<file path="config.mk">
export PLATFORM = sky130hd
export DESIGN_NAME = mul_acc_unit
export DESIGN_NICKNAME = d
export VERILOG_FILES = /design/src/rtl/mac_pkg.sv /design/src/rtl/mac_in_stage.sv /design/src/rtl/mac_arith.sv /design/src/rtl/mac_result_reg.sv /design/src/rtl/mul_acc_unit.sv
export SDC_FILE = /design/constraint.sdc
export NUM_CORES = 1
export LEC_CHECK = 0
export ABC_AREA = 0
export ABC_CLOCK_PERIOD_IN_PS = 9000
export BUFFER_PORTS_ARGS = -buffer_cell sky130_fd_sc_hd__buf_2
export CELL_PAD_IN_SITES_DETAIL_PLACEMENT = 0
export CELL_PAD_IN_SITES_GLOBAL_PLACEMENT = 1
export CORE_UTILIZATION = 37
export CTS_CLUSTER_DIAMETER = 80
export DETAILED_ROUTE_END_ITERATION = 7
export GPL_ROUTABILITY_DRIVEN = 0
export PLACE_DENSITY_LB_ADDON = 0.1
export SYNTH_ARGS = -nofsm -noshare
export SYNTH_HDL_FRONTEND = slang
export SYNTH_SLANG_ARGS = --single-unit
</file>
<file path="constraint.sdc">
create_clock -name clk -period 9 [get_ports clk]
set_clock_uncertainty 0.15 [all_clocks]
set_input_delay 1.8 -clock clk [delete_from_list [all_inputs] [get_ports clk]]
set_output_delay 1.8 -clock clk [all_outputs]
set_load 0.1 [all_outputs]
</file>
<file path="src/rtl/mac_pkg.sv">
package mac_pkg;
    parameter int OP_W  = 16;
    parameter int EXT_W = 3;
    localparam int PROD_W  = 2 * OP_W;
    localparam int ACC_W   = PROD_W + EXT_W;
    localparam int RND_BIT = OP_W - 1;

    typedef logic [OP_W-1:0]  op_t;
    typedef logic [ACC_W-1:0] acc_t;

    typedef struct packed {
        logic tc;
        logic acc;
        logic sub;
        logic rnd;
    } mode_t;

    // Product of two operands, extended to accumulator width
    function automatic acc_t ext_product(input op_t a, input op_t b, input logic tc);
        logic signed [OP_W:0]     sa;
        logic signed [OP_W:0]     sb;
        logic signed [2*OP_W+1:0] p;
        logic signed [ACC_W-1:0]  w;
        sa = {tc & a[OP_W-1], a};
        sb = {tc & b[OP_W-1], b};
        p  = sa * sb;
        w  = ACC_W'(p);
        return acc_t'(w);
    endfunction
endpackage

</file>
<file path="src/rtl/mac_in_stage.sv">
module mac_in_stage
    import mac_pkg::*;
(
    input  logic  clk,
    input  logic  rst,
    input  logic  x_ld,
    input  logic  y_ld,
    input  logic  y_open,
    input  op_t   x_in,
    input  op_t   y_in,
    input  mode_t mode_in,
    output op_t   x_q,
    output op_t   y_q,
    output mode_t mode_q
);
    logic y_take;
    assign y_take = y_ld & y_open;

    always_ff @(posedge clk) begin
        if (rst) begin
            x_q    <= '0;
            y_q    <= '0;
            mode_q <= '0;
        end else begin
            if (x_ld)   x_q <= x_in;
            if (y_take) y_q <= y_in;
            if (x_ld || y_take) mode_q <= mode_in;
        end
    end
endmodule

</file>
<file path="src/rtl/mac_arith.sv">
module mac_arith
    import mac_pkg::*;
(
    input  op_t   x_q,
    input  op_t   y_q,
    input  mode_t mode_q,
    input  acc_t  acc_q,
    output acc_t  next_acc
);
    acc_t prod;
    acc_t prod_r;

    always_comb begin
        prod   = ext_product(x_q, y_q, mode_q.tc);
        prod_r = prod + (acc_t'(mode_q.rnd) << RND_BIT);
        if (!mode_q.acc)
            next_acc = prod_r;
        else if (mode_q.sub)
            next_acc = prod_r - acc_q;
        else
            next_acc = prod_r + acc_q;
    end
endmodule

</file>
<file path="src/rtl/mac_result_reg.sv">
module mac_result_reg
    import mac_pkg::*;
(
    input  logic clk,
    input  logic rst,
    input  logic p_ld,
    input  logic preload,
    input  logic ports_idle,
    input  acc_t port_word,
    input  acc_t next_acc,
    output acc_t acc_q
);
    always_ff @(posedge clk) begin
        if (rst)
            acc_q <= '0;
        else if (p_ld) begin
            if (!preload)
                acc_q <= next_acc;
            else if (ports_idle)
                acc_q <= port_word;
        end
    end
endmodule

</file>
<file path="src/rtl/mul_acc_unit.sv">
module mul_acc_unit
    import mac_pkg::*;
(
    input  logic             clk,
    input  logic             rst,
    input  logic             x_ld,
    input  logic             y_ld,
    input  logic             p_ld,
    input  logic [OP_W-1:0]  x_in,
    input  logic [OP_W-1:0]  y_in,
    input  logic             tc_mode,
    input  logic             acc_mode,
    input  logic             sub_mode,
    input  logic             rnd_mode,
    input  logic             preload,
    input  logic             oe_lo_n,
    input  logic             oe_mid_n,
    input  logic             oe_ext_n,
    input  logic [OP_W-1:0]  mid_in,
    input  logic [EXT_W-1:0] ext_in,
    output logic [OP_W-1:0]  lo_out,
    output logic [OP_W-1:0]  mid_out,
    output logic [EXT_W-1:0] ext_out,
    output logic             lo_oe,
    output logic             mid_oe,
    output logic             ext_oe
);
    op_t   x_q, y_q;
    mode_t mode_in, mode_q;
    acc_t  acc_q, next_acc, port_word;
    logic  ports_idle;

    assign mode_in    = '{tc: tc_mode, acc: acc_mode, sub: sub_mode, rnd: rnd_mode};
    assign ports_idle = oe_lo_n & oe_mid_n & oe_ext_n;
    assign port_word  = {ext_in, mid_in, y_in};

    mac_in_stage u_in (
        .clk(clk), .rst(rst), .x_ld(x_ld), .y_ld(y_ld), .y_open(oe_lo_n),
        .x_in(x_in), .y_in(y_in), .mode_in(mode_in),
        .x_q(x_q), .y_q(y_q), .mode_q(mode_q)
    );

    mac_arith u_arith (
        .x_q(x_q), .y_q(y_q), .mode_q(mode_q), .acc_q(acc_q), .next_acc(next_acc)
    );

    mac_result_reg u_res (
        .clk(clk), .rst(rst), .p_ld(p_ld), .preload(preload),
        .ports_idle(ports_idle), .port_word(port_word),
        .next_acc(next_acc), .acc_q(acc_q)
    );

    assign lo_out  = acc_q[OP_W-1:0];
    assign mid_out = acc_q[PROD_W-1:OP_W];
    assign ext_out = acc_q[ACC_W-1:PROD_W];
    assign lo_oe   = ~oe_lo_n;
    assign mid_oe  = ~oe_mid_n;
    assign ext_oe  = ~oe_ext_n;
endmodule

</file>
==> impl_metrics.ini <==
[global_route]
grt_overflow = 0
grt_max_degree = 64
antenna_found_initial = 0
grt_pass1_wl_mm = 80.5
grt_pass1_vias = 13800
track_usage = 0.236

[synth]
synth_compound_area_frac = 0.113
yosysWarnings = 0
synth.area.top_cells = fa_1 37%, ha_1 9.1%, dfxtp_1 8.6%, inv_1 7.8%, nand2_1 5.7%
synth-seq-cells = 71
syn_avg_cell_area_um2 = 8.48
synth.area.mux_share = 0.0184
synth_commonest_cells = 344 x inv_1, 303 x fa_1, 252 x nand2_1, 136 x and2_1, 120 x ha_1
syn-num-nets = 2431
synthAdderAreaFrac = 0.459
synth-edff-count = 0
netlist_area_um2 = 16500
yosysMostFrequentCell = inv_1
synth_top_area_cell = fa_1
synthSimpleGateAreaFrac = 0.177
synthFlopType = dfxtp_1
synth_cell_types = 67
synth_top_area_share = 0.368
ys_seq_area_frac = 0.0862
netlist_instances = 1944
synth_top_family_by_area = adder cells
synth-xor-area-share = 0.0510
async_flop_share = 0

[clock_tree]
root_buffer = clkbuf_16
htreeDepth = 3
cts_tree = done
cts.sinks = 71
clockBufferDepth = 2
clk_latency_ns = 0.39
clk_pin_slew_ns = 0.08
cts_hold_buf = 0
cts_buffers = 9

[finish]
seqCellArea_um2 = 1440
multi_input_comb_area_um2 = 13500
num_antenna_cells = 0
n_fill_cell = 4581
final_util = 0.419
nets = 2518
areaGrowthSynthToFinish_pct = 10.6
drive_above_1_share = 0.0997
final_cells = 2621

[die]
core_region_area_um2 = 43600
dieArea_um2 = 45400
die_w_um = 213
ioPinCount = 102
die_h_um = 213
fp-row-count = 76
start_util = 0.379

[setup_path]
start_kind = register
critPathArrivalTime_ns = 8.68
path_max_fanout = 12
worstSetupPathType = reg -> reg
path_common_cell = fa_1
critical_path.max_stage_delay_ns = 0.59
cp.required_ns = 9.15
cpMaxStageDelayCell = fa_1
critPathCaptureType = register
critPathTopFamily = adder cells
worst-path-buf-inv = 6

[timing]
hold_viol_final = 0
maxSlewViolCount = 0
timing_worst_slew_pin_value_ns = 1.03
rsz0062_at_grt = false
finalSetupTns_ns = 0
finalCriticalPeriod_ns = 8.53
whs_ns = 0.311
min_period_over_period = 0.948
slew_headroom = 0.315
setup-violations-final = 0
fmaxAchievable_mhz = 117

[power_and_ir_drop]
powerDensity_nw_per_um2 = 98.1
vdd_ir_drop_max_uv = 92.3
total_power_mw = 1.79
p_leak_nw = 9.16

[place]
dp_hpwl_mm = 41.5
dp_cells = 2604
port_buffers = 101

[routing]
drtPass1Iterations = 6
postRouteAntennaNets = 0
drc = 0
num_vias = 13200
drtIter0Drc = 616
routedWlPerCell_um = 19.0
wirelength_mm = 49.9
detail_route.vias_per_cell = 5.05

[job]
cap_violations = 0

[min_path]
hp-class = reg -> reg

[run_status]
status = completed
==> power breakdown <==
group	internal (mW)	switching, mW
registers	0.333	0.0451
logic	0.359	0.611
clock network	0.252	0.189
total	0.944	0.845
==> cell usage in the layout, fill, tap and decap left out, types with 11 or more instances in the layout <==
master / count
a21o_1: 28
and3_1: 12
xnor2_1: 74
nor2_1: 106
buf_2: 101
inv_1: 344
o21ai_0: 59
and2_1: 136
nand3_1: 18
fa_1: 303
dfxtp_1: 62
a211oi_1: 13
nand2_1: 252
nor3_1: 20
a21oi_1: 110
nand2b_1: 17
mux2i_1: 28
o21a_1: 11
xor2_1: 20
buf_4: 52
ha_1: 119
a31oi_1: 14
==> repair_timing <==
action / in CTS / in global routing
buffers inserted: 0 / 1
resized for setup: 3 / 19
pin swaps: 0 / 1
gates cloned: 0 / 0
setup endpoints to repair: 3 / 6
==> cells by family (layout without fill, tap and decap cells) <==
kind of cell	Yosys count	count (layout)
AOI/OAI and AO/OA	297	297
and+or+nand+nor	605	605
buffers and inverters	422	514
xor gates and xnor gates	96	96
adders and majority gates	423	423
DFF	71	71
muxes	30	30
==> registers in the layout (all words and copies together), names as in the netlist <==
name / count
u_res.acc_q: 35
u_in.y_q: 16
u_in.mode_q: 4
u_in.x_q: 16
==> layout make-up <==
class / instances / area share
clock buffer: 10 / 0.0131
clock inverter: 6 / 0.00508
inverter: 344 / 0.0708
multi-input combinational: 1451 / 0.742
sequential: 71 / 0.0791
tap: 585 / 0.0401
timing repair buffer: 154 / 0.0497
==> final timing paths <==
kind	start	end	slack, ns	depth (start not counted)
setup / recovery	u_in.x_q[4]	u_res.acc_q[34]	0.47	31
hold / removal	u_in.y_q[10]	u_in.y_q[10]	0.31	2
setup reg to reg	u_in.x_q[4]	u_res.acc_q[34]	0.47	31
hold reg to reg	u_in.y_q[10]	u_in.y_q[10]	0.31	2
==> worst min-delay path: cells and delay by family (launching register included) <==
family / cells / cell delay (ns)
flip-flops: 1 / 0.31
AND/OR/NAND/NOR: 1 / 0.05
AO/OA/AOI/OAI: 1 / 0.05
==> per-layer routing <==
metal / GRT usage / part of all wire / up-vias
li1: - / - / 6280
met1: 0.331 / 0.47 / 6663
met2: 0.388 / 0.47 / 266
met3: 0.0375 / 0.041 / 39
met4: 0.0404 / 0.016 / 0
met5: 0 / 0 / -
==> stage by stage <==
stage          cell area, µm²  setup WS, ns
6_report                18200         0.468
5_1_grt                 18200        0.0565
4_1_cts                 18200        0.0238
3_5_place_dp            17800        -0.120
3_3_place_gp            17800        -0.137
2_1_floorplan           16500          1.01
Power figures use the tool's default switching activity.
